$ cat src/rtl/irqEntryPkg.sv
package irqEntryPkg;
  localparam int PsLvlW   = 4;
  localparam int PsExcmBit = 4;
  localparam int PsUmBit   = 5;

  typedef enum logic [2:0] {
    KIND_NONE   = 3'd0,
    KIND_KERNEL = 3'd1,
    KIND_USER   = 3'd2,
    KIND_DOUBLE = 3'd3,
    KIND_HIGH   = 3'd4
  } entryKindT;

  // control -> datapath strobes
  typedef struct packed {
    logic              take;
    entryKindT         kind;
    logic [PsLvlW-1:0] level;
  } entryStrobeT;
endpackage

$ cat src/rtl/irqLevelEncoder.sv
module irqLevelEncoder #(
  parameter int NUM_LEVELS = 5,
  parameter int NUM_IRQ    = 16
) (
  input  logic [NUM_IRQ-1:0]                 irqSet,
  input  logic [NUM_IRQ-1:0]                 irqEnable,
  input  logic [NUM_LEVELS-1:0][NUM_IRQ-1:0] levelMask,
  output logic [3:0]                         pendLevel,
  output logic                               pendValid
);
  logic [NUM_LEVELS-1:0] lvlHit;
  logic [NUM_IRQ-1:0]    liveIrq;

  assign liveIrq = irqSet & irqEnable;

  for (genvar g = 0; g < NUM_LEVELS; g++) begin : gHit
    assign lvlHit[g] = |(levelMask[g] & liveIrq);
  end

  // ascending scan: the last hit (highest level) wins
  always_comb begin
    pendLevel = '0;
    pendValid = 1'b0;
    for (int l = 0; l < NUM_LEVELS; l++) begin
      if (lvlHit[l]) begin
        pendLevel = 4'(l + 1);
        pendValid = 1'b1;
      end
    end
  end
endmodule

$ cat src/rtl/irqEntryCtrl.sv
module irqEntryCtrl
  import irqEntryPkg::*;
(
  input  logic [3:0]  pendLevel,
  input  logic        pendValid,
  input  logic [3:0]  psLvl,
  input  logic        psExcm,
  input  logic        psUm,
  output entryStrobeT strobe
);
  logic takeNow;

  assign takeNow = pendValid && (pendLevel > psLvl);

  always_comb begin
    strobe.take  = takeNow;
    strobe.level = pendLevel;
    strobe.kind  = KIND_NONE;
    if (takeNow) begin
      if (pendLevel > 4'd1)  strobe.kind = KIND_HIGH;
      else if (psExcm)       strobe.kind = KIND_DOUBLE;
      else if (psUm)         strobe.kind = KIND_USER;
      else                   strobe.kind = KIND_KERNEL;
    end
  end
endmodule

$ cat src/rtl/irqEntryDatapath.sv
module irqEntryDatapath
  import irqEntryPkg::*;
#(
  parameter int          NUM_LEVELS   = 5,
  parameter bit          HAS_DEPC     = 1'b1,
  parameter bit          RELOCATABLE  = 1'b1,
  parameter logic [31:0] DEF_VECBASE  = 32'h4000_0000,
  parameter logic [31:0] KERNEL_OFF   = 32'h0000_0300,
  parameter logic [31:0] USER_OFF     = 32'h0000_0340,
  parameter logic [31:0] DOUBLE_OFF   = 32'h0000_03C0,
  parameter logic [31:0] HIGH_OFF     = 32'h0000_0180,
  parameter logic [31:0] HIGH_STRIDE  = 32'h0000_0040,
  parameter logic [31:0] LEVEL1_CAUSE = 32'd4
) (
  input  logic                        clk,
  input  logic                        rstN,
  input  entryStrobeT                 strobe,
  input  logic [31:0]                 curPc,
  input  logic [31:0]                 curPs,
  input  logic [31:0]                 vecBase,
  output logic                        takenQ,
  output logic [3:0]                  levelQ,
  output entryKindT                   kindQ,
  output logic [31:0]                 pcQ,
  output logic [31:0]                 psQ,
  output logic [NUM_LEVELS-1:0][31:0] epcQ,
  output logic [NUM_LEVELS-1:1][31:0] epsQ,
  output logic [31:0]                 depcQ,
  output logic [31:0]                 causeQ
);
  logic [31:0] vecOff;
  logic [31:0] cfgVec;
  logic [31:0] target;
  logic [31:0] psNext;
  logic        dblToEpc1;

  always_comb begin
    unique case (strobe.kind)
      KIND_USER:   vecOff = USER_OFF;
      KIND_DOUBLE: vecOff = DOUBLE_OFF;
      KIND_HIGH:   vecOff = HIGH_OFF + 32'(strobe.level - 4'd2) * HIGH_STRIDE;
      default:     vecOff = KERNEL_OFF;
    endcase
  end

  assign cfgVec = DEF_VECBASE + vecOff;

  if (RELOCATABLE) begin : gReloc
    assign target = cfgVec - DEF_VECBASE + vecBase;
  end else begin : gFixed
    assign target = cfgVec;
  end

  always_comb begin
    psNext = curPs;
    psNext[PsExcmBit] = 1'b1;
    if (strobe.kind == KIND_HIGH) psNext[PsLvlW-1:0] = strobe.level;
  end

  assign dblToEpc1 = (strobe.kind == KIND_DOUBLE) && !HAS_DEPC;

  always_ff @(posedge clk or negedge rstN) begin
    if (!rstN) begin
      takenQ <= 1'b0;
      levelQ <= '0;
      kindQ  <= KIND_NONE;
      pcQ    <= '0;
      psQ    <= '0;
      epcQ   <= '0;
      epsQ   <= '0;
      causeQ <= '0;
    end else begin
      takenQ <= strobe.take;
      if (strobe.take) begin
        levelQ <= strobe.level;
        kindQ  <= strobe.kind;
        pcQ    <= target;
        psQ    <= psNext;
        if (strobe.kind != KIND_HIGH) causeQ <= LEVEL1_CAUSE;
        if (strobe.kind == KIND_KERNEL || strobe.kind == KIND_USER || dblToEpc1)
          epcQ[0] <= curPc;
        for (int l = 2; l <= NUM_LEVELS; l++) begin
          if (strobe.kind == KIND_HIGH && strobe.level == 4'(l)) begin
            epcQ[l-1] <= curPc;
            epsQ[l-1] <= curPs;
          end
        end
      end
    end
  end

  if (HAS_DEPC) begin : gDepc
    always_ff @(posedge clk or negedge rstN) begin
      if (!rstN) depcQ <= '0;
      else if (strobe.take && strobe.kind == KIND_DOUBLE) depcQ <= curPc;
    end
  end else begin : gNoDepc
    assign depcQ = '0;
  end
endmodule

$ cat src/rtl/irqEntryUnit.sv
module irqEntryUnit
  import irqEntryPkg::*;
#(
  parameter int          NUM_LEVELS   = 5,
  parameter int          NUM_IRQ      = 16,
  parameter bit          HAS_DEPC     = 1'b1,
  parameter bit          RELOCATABLE  = 1'b1,
  parameter logic [31:0] DEF_VECBASE  = 32'h4000_0000,
  parameter logic [31:0] KERNEL_OFF   = 32'h0000_0300,
  parameter logic [31:0] USER_OFF     = 32'h0000_0340,
  parameter logic [31:0] DOUBLE_OFF   = 32'h0000_03C0,
  parameter logic [31:0] HIGH_OFF     = 32'h0000_0180,
  parameter logic [31:0] HIGH_STRIDE  = 32'h0000_0040,
  parameter logic [31:0] LEVEL1_CAUSE = 32'd4
) (
  input  logic                               clk,
  input  logic                               rstN,
  input  logic [NUM_IRQ-1:0]                 irqSet,
  input  logic [NUM_IRQ-1:0]                 irqEnable,
  input  logic [NUM_LEVELS-1:0][NUM_IRQ-1:0] levelMask,
  input  logic [31:0]                        curPs,
  input  logic [31:0]                        curPc,
  input  logic [31:0]                        vecBase,
  output logic                               taken,
  output logic [3:0]                         takenLevel,
  output logic [2:0]                         takenKind,
  output logic [31:0]                        nextPc,
  output logic [31:0]                        nextPs,
  output logic [NUM_LEVELS-1:0][31:0]        epcSave,
  output logic [NUM_LEVELS-1:1][31:0]        epsSave,
  output logic [31:0]                        depcSave,
  output logic [31:0]                        excCause
);
  // NUM_LEVELS must lie in 2..15 to fit the 4-bit status level field
  logic [3:0]  pendLevel;
  logic        pendValid;
  entryStrobeT strobe;
  entryKindT   kindQ;

  irqLevelEncoder #(.NUM_LEVELS(NUM_LEVELS), .NUM_IRQ(NUM_IRQ)) enc_i (
    .irqSet    (irqSet),
    .irqEnable (irqEnable),
    .levelMask (levelMask),
    .pendLevel (pendLevel),
    .pendValid (pendValid)
  );

  irqEntryCtrl ctrl_i (
    .pendLevel (pendLevel),
    .pendValid (pendValid),
    .psLvl     (curPs[PsLvlW-1:0]),
    .psExcm    (curPs[PsExcmBit]),
    .psUm      (curPs[PsUmBit]),
    .strobe    (strobe)
  );

  irqEntryDatapath #(
    .NUM_LEVELS   (NUM_LEVELS),
    .HAS_DEPC     (HAS_DEPC),
    .RELOCATABLE  (RELOCATABLE),
    .DEF_VECBASE  (DEF_VECBASE),
    .KERNEL_OFF   (KERNEL_OFF),
    .USER_OFF     (USER_OFF),
    .DOUBLE_OFF   (DOUBLE_OFF),
    .HIGH_OFF     (HIGH_OFF),
    .HIGH_STRIDE  (HIGH_STRIDE),
    .LEVEL1_CAUSE (LEVEL1_CAUSE)
  ) dp_i (
    .clk     (clk),
    .rstN    (rstN),
    .strobe  (strobe),
    .curPc   (curPc),
    .curPs   (curPs),
    .vecBase (vecBase),
    .takenQ  (taken),
    .levelQ  (takenLevel),
    .kindQ   (kindQ),
    .pcQ     (nextPc),
    .psQ     (nextPs),
    .epcQ    (epcSave),
    .epsQ    (epsSave),
    .depcQ   (depcSave),
    .causeQ  (excCause)
  );

  assign takenKind = kindQ;
endmodule

$ cat config.mk
export PLATFORM = sky130hd
export DESIGN_NAME = irqEntryUnit
export DESIGN_NICKNAME = d
export VERILOG_FILES = /design/src/rtl/irqEntryPkg.sv /design/src/rtl/irqLevelEncoder.sv /design/src/rtl/irqEntryCtrl.sv /design/src/rtl/irqEntryDatapath.sv /design/src/rtl/irqEntryUnit.sv
export SDC_FILE = /design/constraint.sdc
export NUM_CORES = 1
export LEC_CHECK = 0
export ABC_CLOCK_PERIOD_IN_PS = 1900
export BUFFER_PORTS_ARGS = -buffer_cell sky130_fd_sc_hd__buf_2
export CORE_AREA = 4 4 246 248
export DETAILED_ROUTE_END_ITERATION = 10
export DIE_AREA = 0 0 250 252
export HOLD_SLACK_MARGIN = 0.15
export PLACE_DENSITY_LB_ADDON = 0.1
export SYNTH_ARGS = -nofsm -noshare
export SYNTH_HDL_FRONTEND = slang
export SYNTH_SLANG_ARGS = --single-unit
$ cat constraint.sdc
create_clock -name clk -period 1.9 [get_ports clk]
set_input_delay 0.57 -clock clk [delete_from_list [all_inputs] [get_ports clk]]
set_output_delay 0.57 -clock clk [all_outputs]
set_load 0.02 [all_outputs]
==> key figures, run 1 <==
GRT
  • Vias in the first global route: 14200
  • Global-route usage over all layers: 20.7%
  • Met1 GRT Util: 26.3%
  • Initial antenna violation count: 9
  • Largest net degree at the start of global routing: 49
  • First-pass GRT wire length: 98200 µm
  • Met2 Use GR: 34.0%
  • Most used routing layer: met2
  • Met3 usage: 6.45%
  • Gr ovfl total: 0

STA
  • RSZ-0062 raised after global routing: true
  • Max Fclk: 235 MHz
  • Count of pins over their slew limit: 0
  • Setup TNS: -488.80 ns
  • Final setup viols: 392
  • Final Hold Vio Count: 0
  • Relative slew slack: 63.5%
  • Crit path time final: 4.25 ns
  • Worst-Margin Slew: 0.547 ns
  • Fin crit share: 224%
  • Worst setup margin: -2.35 ns
  • Post-route clock skew: 0 ns

Critical path
  • CP Capture Type: flop
  • Crit-path max FO: 5
  • Crit path buf inv count: 4
  • Crit-path slowest cell: a221o_1
  • Crit path from: irqEnable[8]
  • Critical Path Start Type: primary input
  • Reg2reg start: dp_i.pcQ[6]$_DFFE_PN0P_
  • CP dominant cell by count: buf_4
  • Critical path required time: 2.34 ns
  • Arrival time worst endpoint: 4.70 ns
  • Max incr delay on CP: 0.41 ns
  • Critical path class: primary input to flop
  • CP top delay family: compound AO/OA/AOI/OAI gates

Pwr
  • Cell Pwr Density: 1060 mW/mm²
  • Pleak: 13.3 nW
  • Max VDD drop: 0.755 mV

Synth
  • Sequential share of the synthesized area: 58.0%
  • Post-synthesis async set-or-reset flop share: 100%
  • Synth Area in Simple Gates: 6.86%
  • Library cells used by synthesis: 59
  • Flops & latches, synth: 392
  • Post-Syn Area per Cell: 13.9 µm²
  • Mux contribution to synthesized area: 24.0%
  • EDFF count, synth: 0
  • Main combinational cell family by area after synthesis: multiplexers
  • Area leader, netlist: dfrtp_1
  • Post-synthesis cell count: 1219
  • Adder-Cell Fraction of Synth Area: 2.34%
  • Synth area leaders: dfrtp_1 58%, mux2_2 15%, mux2_1 6.2%, nand3_1 2.5%, mux2_4 2.4%
  • Top-area cell type share of the netlist area: 58.0%
  • Synth Cell Area: 0.0169 mm²
  • Complex-gate fraction of the synthesized area: 4.16%
  • Syn. warnings: 0
  • Post-synth top flop: dfrtp_1
  • Xor/xnor cell area share of the yosys netlist: 1.09%

Clock network
  • H-Tree Depth: 2
  • Sink Count: 392
  • Maximum clock path buffer count: 3
  • Clk_lat worst skew: 0.57 ns
  • CTS tree: built
  • CTS clk-pin slew, worst paths: 0.06 ns
  • TritonCTS Buffers: 46
  • CTS Root Cell: clkbuf_16

Die
  • Site row count: 89
  • Initial Util: 28.9%
  • # IOs: 634
  • Die width: 250 µm
  • Core area: 0.0585 mm²
  • Die Area: 0.0630 mm²
  • Die Ht: 252 µm

Drt
  • DRT Pass-1 Iters: 5
  • Routed Antenna Nets: 0
  • Via count: 13400
  • Initial drt markers: 612
  • Final wirelength: 68100 µm
  • DRC violations left: 0
  • Vias per cell: 4.70
  • Routed len/inst: 23.9 µm

Final layout
  • Area Growth Syn to Fin: 52.5%
  • Post-layout nets: 2277
  • Non-filler cells, final: 2851
  • Layout cells sized above 1: 62.3%

Min path
  • Hold Crit Class: primary input to flop
  • Worst Hold Launch: vecBase[5]

Status
  • Failing checks: setup timing
  • Status: finished with violations

Place
  • Buffers added on ports: 601
  • Final HPWL DP: 49500 µm
  • Cell total after placement: 2709
  • Global placer's final weighted congestion: 0.901

Job
  • Max capacitance violation total: 0
-- state kept, by name (all words and copies together) (netlist names) --
register / flops
dp_i.epcQ: 160
dp_i.epsQ: 128
dp_i.depcQ: 32
dp_i.pcQ: 32
dp_i.psQ: 32
dp_i.kindQ: 3
dp_i.levelQ: 3
dp_i.causeQ: 1
dp_i.takenQ: 1
-- stage by stage --
step                cell area [µm²]  hold WS, ns  util (%)  power (mW)  setup WS, ns
floorplan                     17200        0.274         -        14.3         -2.64
global route                  25800        0.213      44.1        28.7         -2.53
CTS                           25200        0.188      43.2        27.6         -2.28
detailed placement            22100        0.451      37.8        17.6         -3.17
global placement              22100        0.448      37.8        17.6         -3.11
finish                        25800        0.235      44.1        27.4         -2.35
-- Yosys cell counts, drive strengths merged, types with 15 or more instances --
cell type	count
nand2	61
nand4	23
nand3	86
o21ai	39
a21oi	19
buf	65
ha	30
inv	15
dfrtp	392
mux2	352
nor2	20
-- cells by family (layout without fill, tap and decap cells) --
logic type / after synthesis / count (layout)
adder cells (fa/ha/maj): 31 / 31
other: 1 / 40
AO/OA/AOI/OAI: 109 / 109
XOR/XNOR: 21 / 21
flip-flops: 392 / 392
multiplexers: 352 / 352
AND/OR/NAND/NOR: 222 / 222
buffers and inverters: 91 / 911
-- timing repair --
item	4_1_cts	5_1_grt
pin swaps	79	59
gates resized for setup	226	114
gates cloned	11	0
hold endpoints to repair	27	0
endpoints found under the setup margin	392	393
hold buffers	1	0
setup buffers	31	15
-- power by group --
group          switching (mW)  leakage (nW)  total, mW  internal [mW]
clock                    3.60         0.783       9.28           5.68
sequential              0.804          5.07       10.6           9.82
combinational            4.42          7.44       7.51           3.09
total                    8.82          13.3       27.4           18.6
-- metal layers --
layer	share of wire, %	wire length [µm]
met2	48	32800
met5	0.029	20
met4	3.2	2160
met1	41	28100
met3	7.4	5020
-- placed cells by master, fill, tap and decap left out, types with 8 or more instances in the layout --
master	count
clkinv_2	8
buf_4	143
o21ai_1	21
mux2_1	81
nand3_2	35
nand3_1	47
conb_1	34
dfrtp_1	392
ha_4	11
clkbuf_1	9
ha_1	18
buf_16	9
buf_6	47
buf_12	30
nand2_1	50
xor2_1	10
clkbuf_8	10
mux2_4	114
buf_2	572
inv_1	13
mux2_2	157
nor2_1	15
clkbuf_16	46
nand4_1	23
a21o_1	11
a21oi_1	11
-- path summary, 6_finish.rpt --
check	slack, ns	endpoint	cells past startpoint
worst max-delay path	-2.35	dp_i.pcQ[24]$_DFFE_PN0P_	25
worst min-delay path	0.24	dp_i.pcQ[5]$_DFFE_PN0P_	2
worst max register to register	1.03	dp_i.pcQ[6]$_DFFE_PN0P_	1
worst min register to register	0.47	dp_i.psQ[4]$_DFFE_PN0P_	1
max in group asynchronous	0.67	dp_i.epsQ[77]$_DFFE_PN0P_	3
min in group asynchronous	0.49	dp_i.pcQ[23]$_DFFE_PN0P_	2
-- final cells by class --
cell class,instances,area [µm²]
Clock inverter,19,279
Clock buffer,65,1320
Inverter,15,58.8
Sequential cell,392,9810
Tap cell,773,967
Fill cell,5583,32700
Timing Repair Buffer,812,5530
Antenna cell,6,15.0
Multi-Input combinational cell,769,7820
(Power assumes the default switching activity.)
==> inputs of run 2 (changes only) <==
ABC_AREA = 1   (was default)
CORE_AREA = 4 4 244 246   (was 4 4 246 248)
DIE_AREA = 0 0 248 250   (was 0 0 250 252)
==> run 2 against run 1 <==
The run still ends with setup timing left. Utilization grew 3.7 points. Clock-buffer cell count down 2. Combinational power increased by 0.7%. Maximum frequency grew 19%. Flip-flop and latch count did not move. Final area up 6.3%. Die area is 1.6% lower.
==> key figures, run 2 <==
Clock network
  • CTS Root Cell: clkbuf_16
  • Clk_lat worst skew: 0.56 ns (about the same)
  • CTS tree: built
  • TritonCTS Buffers: 46 (unchanged)
  • Sink Count: 392 (unchanged)
  • H-Tree Depth: 2 (unchanged)
  • CTS clk-pin slew, worst paths: 0.05 ns (about the same)
  • Maximum clock path buffer count: 3 (unchanged)

Critical path
  • Critical path required time: 2.35 ns (about the same)
  • Max incr delay on CP: 0.35 ns (-0.06 ns)
  • Arrival time worst endpoint: 4.01 ns (-0.69 ns)
  • Reg2reg setup slack: 1.12 ns (+0.09 ns)
  • CP Capture Type: flop
  • Critical Path Start Type: primary input
  • CP dominant cell by count: nand2_2
  • Crit-path max FO: 5 (unchanged)
  • Crit-path slowest cell: fa_2
  • Critical path class: primary input to flop

Synth
  • Post-Syn Area per Cell: 9.09 µm² (-34%)
  • Complex-gate fraction of the synthesized area: 13.1% (+9.0 points)
  • Synth Area in Simple Gates: 18.6% (+12 points)
  • Top-area cell type share of the netlist area: 57.7% (-0.27 points)
  • Xor/xnor cell area share of the yosys netlist: 1.08% (-0.0050 points)
  • Mux contribution to synthesized area: 0% (-24 points)
  • Sequential share of the synthesized area: 57.7% (-0.27 points)
  • Post-synthesis cell count: 1869 (+53%)
  • Library cells used by synthesis: 46 (-22%)
  • Main combinational cell family by area after synthesis: simple AND/OR/NAND/NOR gates
  • Synth area leaders: dfrtp_1 58%, nand2_1 13%, o21ai_0 7.0%, o21ai_1 4.1%, nand3_1 3.0%
  • EDFF count, synth: 0 (unchanged)
  • Most instantiated cells after synthesis: 566 x nand2_1, 392 x dfrtp_1, 239 x o21ai_0
  • Synth Cell Area: 0.0170 mm² (+0.47%)
  • Post-synth top flop: dfrtp_1
  • Flops & latches, synth: 392 (unchanged)
  • Area leader, netlist: dfrtp_1
  • Most frequent cell after synthesis: nand2_1
  • Adder-Cell Fraction of Synth Area: 2.33% (-0.011 points)
  • Post-synthesis async set-or-reset flop share: 100% (unchanged)
  • Syn. warnings: 0 (unchanged)

Place
  • Global placer's final weighted congestion: 0.937 (+4.1%)
  • Cell total after placement: 3307 (+22%)
  • Final HPWL DP: 54300 µm (+9.6%)
  • DP Worst Slack: -2.54 ns (+0.631 ns)
  • Area after DPL: 0.0219 mm² (-0.87%)
  • Buffers added on ports: 601 (unchanged)

Drt
  • Final wirelength: 82700 µm (+21%)
  • DRC violations left: 0 (unchanged)
  • Via count: 16700 (+24%)
  • Vias per cell: 4.78 (+1.7%)
  • DRT Pass-1 Iters: 5 (unchanged)
  • Routed len/inst: 23.7 µm (-0.81%)
  • Initial drt markers: 897 (+47%)
  • Routed Antenna Nets: 0 (unchanged)

STA
  • Count of pins over their slew limit: 0 (unchanged)
  • Fin crit share: 188% (-36 points)
  • Worst setup margin: -1.66 ns (+0.690 ns)
  • Max Fclk: 281 MHz (+19%)
  • Relative slew slack: 55.4% (-8.2 points)
  • Post-route clock skew: 0 ns (unchanged)
  • RSZ-0062 raised after global routing: true
  • Crit path time final: 3.56 ns (-0.690 ns)
  • Worst-Margin Slew: 0.669 ns (+0.122 ns)
  • Worst Hold Slack: 0.199 ns (-0.0357 ns)
  • Final setup viols: 392 (unchanged)
  • Final Hold Vio Count: 0 (unchanged)

Die
  • Die Area: 0.0620 mm² (-1.6%)
  • Die Ht: 250 µm (-0.79%)
  • Initial Util: 29.6% (+0.69 points)
  • Site row count: 88 (-1.1%)
  • Core area: 0.0574 mm² (-1.9%)
  • Die width: 248 µm (-0.80%)
  • # IOs: 634 (unchanged)

GRT
  • First-pass GRT wire length: 110000 µm (+12%)
  • Initial antenna violation count: 8 (-1)
  • Largest net degree at the start of global routing: 61 (+24%)
  • Gr ovfl total: 0 (unchanged)
  • Vias in the first global route: 16600 (+17%)
  • Global-route usage over all layers: 23.8% (+3.1 points)

Pwr
  • Cell Pwr Density: 982 mW/mm² (-7.5%)
  • Max VDD drop: 0.605 mV (-20%)
  • Pleak: 14.4 nW (+8.4%)

Final layout
  • Fin area: 0.0274 mm² (+6.3%)
  • Most frequent cells in the layout: 563 x buf_2, 406 x nand2_1, 392 x dfrtp_1
  • Most common cell after layout, fill and taps aside: buf_2
  • Largest register FFs: 160 (unchanged)
  • Area Growth Syn to Fin: 61.4%
  • Largest registers: dp_i.epcQ: 160 flops, dp_i.epsQ: 128 flops
  • Fin util: 47.8% (+3.7 points)
  • Non-filler cells, final: 3487 (+22%)
  • Fillcell total: 5563 (-0.36%)
  • Layout cells sized above 1: 49.4% (-13 points)
  • Post-layout nets: 2931 (+29%)
  • Biggest register: dp_i.epcQ

Status
  • Status: finished with violations
  • Failing checks: setup timing

Min path
  • Hold Crit Class: primary input to flop

Job
  • Max capacitance violation total: 0 (unchanged)
[run 2: changes by cell type in the layout (fill, tap and decap cells not counted), moves of 81 or more]
cell and delta:
inv_1 +88, mux2_1 -81, mux2_2 -157, mux2_4 -114, nand2_1 +356, nand2_2 +91, o21ai_1 +248, o21ai_2 +81
[run 2: worst paths after layout]
path,startpoint,end,cells past startpoint
max reg2reg,dp_i.psQ[4]$_DFFE_PN0P_,dp_i.psQ[4]$_DFFE_PN0P_,1
max in group asynchronous,rstN,dp_i.psQ[23]$_DFFE_PN0P_,3
min,vecBase[2],dp_i.pcQ[2]$_DFFE_PN0P_,3
min reg2reg,dp_i.epsQ[67]$_DFFE_PN0P_,dp_i.epsQ[67]$_DFFE_PN0P_,2
min in group asynchronous,rstN,dp_i.epsQ[106]$_DFFE_PN0P_,2
max,irqSet[6],dp_i.pcQ[26]$_DFFE_PN0P_,32
[run 2: cell type report]
class	instances	area, µm²	share of cell area [%]
repair buffers	854	6550	23.9
inverters	123	474	1.73
flip-flops and latches	392	9810	35.8
clock buffers	63	1280	4.68
clock inverters	14	180	0.657
well taps	765	957	3.49
multi-input cells	1273	8180	29.8
diodes	3	7.51	0.0274
[run 2: metrics by stage]
stage / total power [mW] / TNS, ns
CTS: 26.7 / -346.61
detailed placement: 17.2 / -662.10
finish: 26.9 / -350.86
global placement: 17.2 / -651.54
global route: 28.2 / -400.57
floorplan: 14.1 / -429.37
[run 2: where the power goes]
| group | internal [mW] | switching, mW |
|---|---|---|
| Clock | 5.13 | 3.60 |
| Combinational | 2.71 | 4.86 |
| Sequential | 9.73 | 0.931 |
| Total | 17.6 | 9.38 |
[run 2: routing by layer]
metal / wire [µm] / vias to the layer above / GRT usage, %
li1: - / 7776 / -
met1: 32700 / 8155 / 28.9
met2: 40000 / 604 / 39.5
met3: 6890 / 135 / 7.62
met4: 3050 / 6 / 8.85
met5: 41 / - / 0
[run 2: cells by family (layout without fill, tap and decap cells)]
group,Yosys count,after routing
simple gates,754,758
compound gates,429,429
flops,392,392
buf+inv,241,1054
fa+ha+maj,31,31
xor+xnor,21,21
other cells,1,37
[run 2: worst max-delay path, delay by kind of cell]
kind	cells	cell delay [ns]
buffers and inverters	6	0.44
xor gates and xnor gates	1	0.16
and+or+nand+nor	17	1.58
adders and majority gates	3	0.73
AOI/OAI and AO/OA	5	0.52
[run 2: timing repair]
item                                    4_1_cts  5_1_grt
hold endpoints to repair                     18        0
gates resized for setup                     275      403
hold buffers                                  1        0
endpoints found under the setup margin      392      392
gates cloned                                 21       35
setup buffers                                48       19
pin swaps                                    54       74
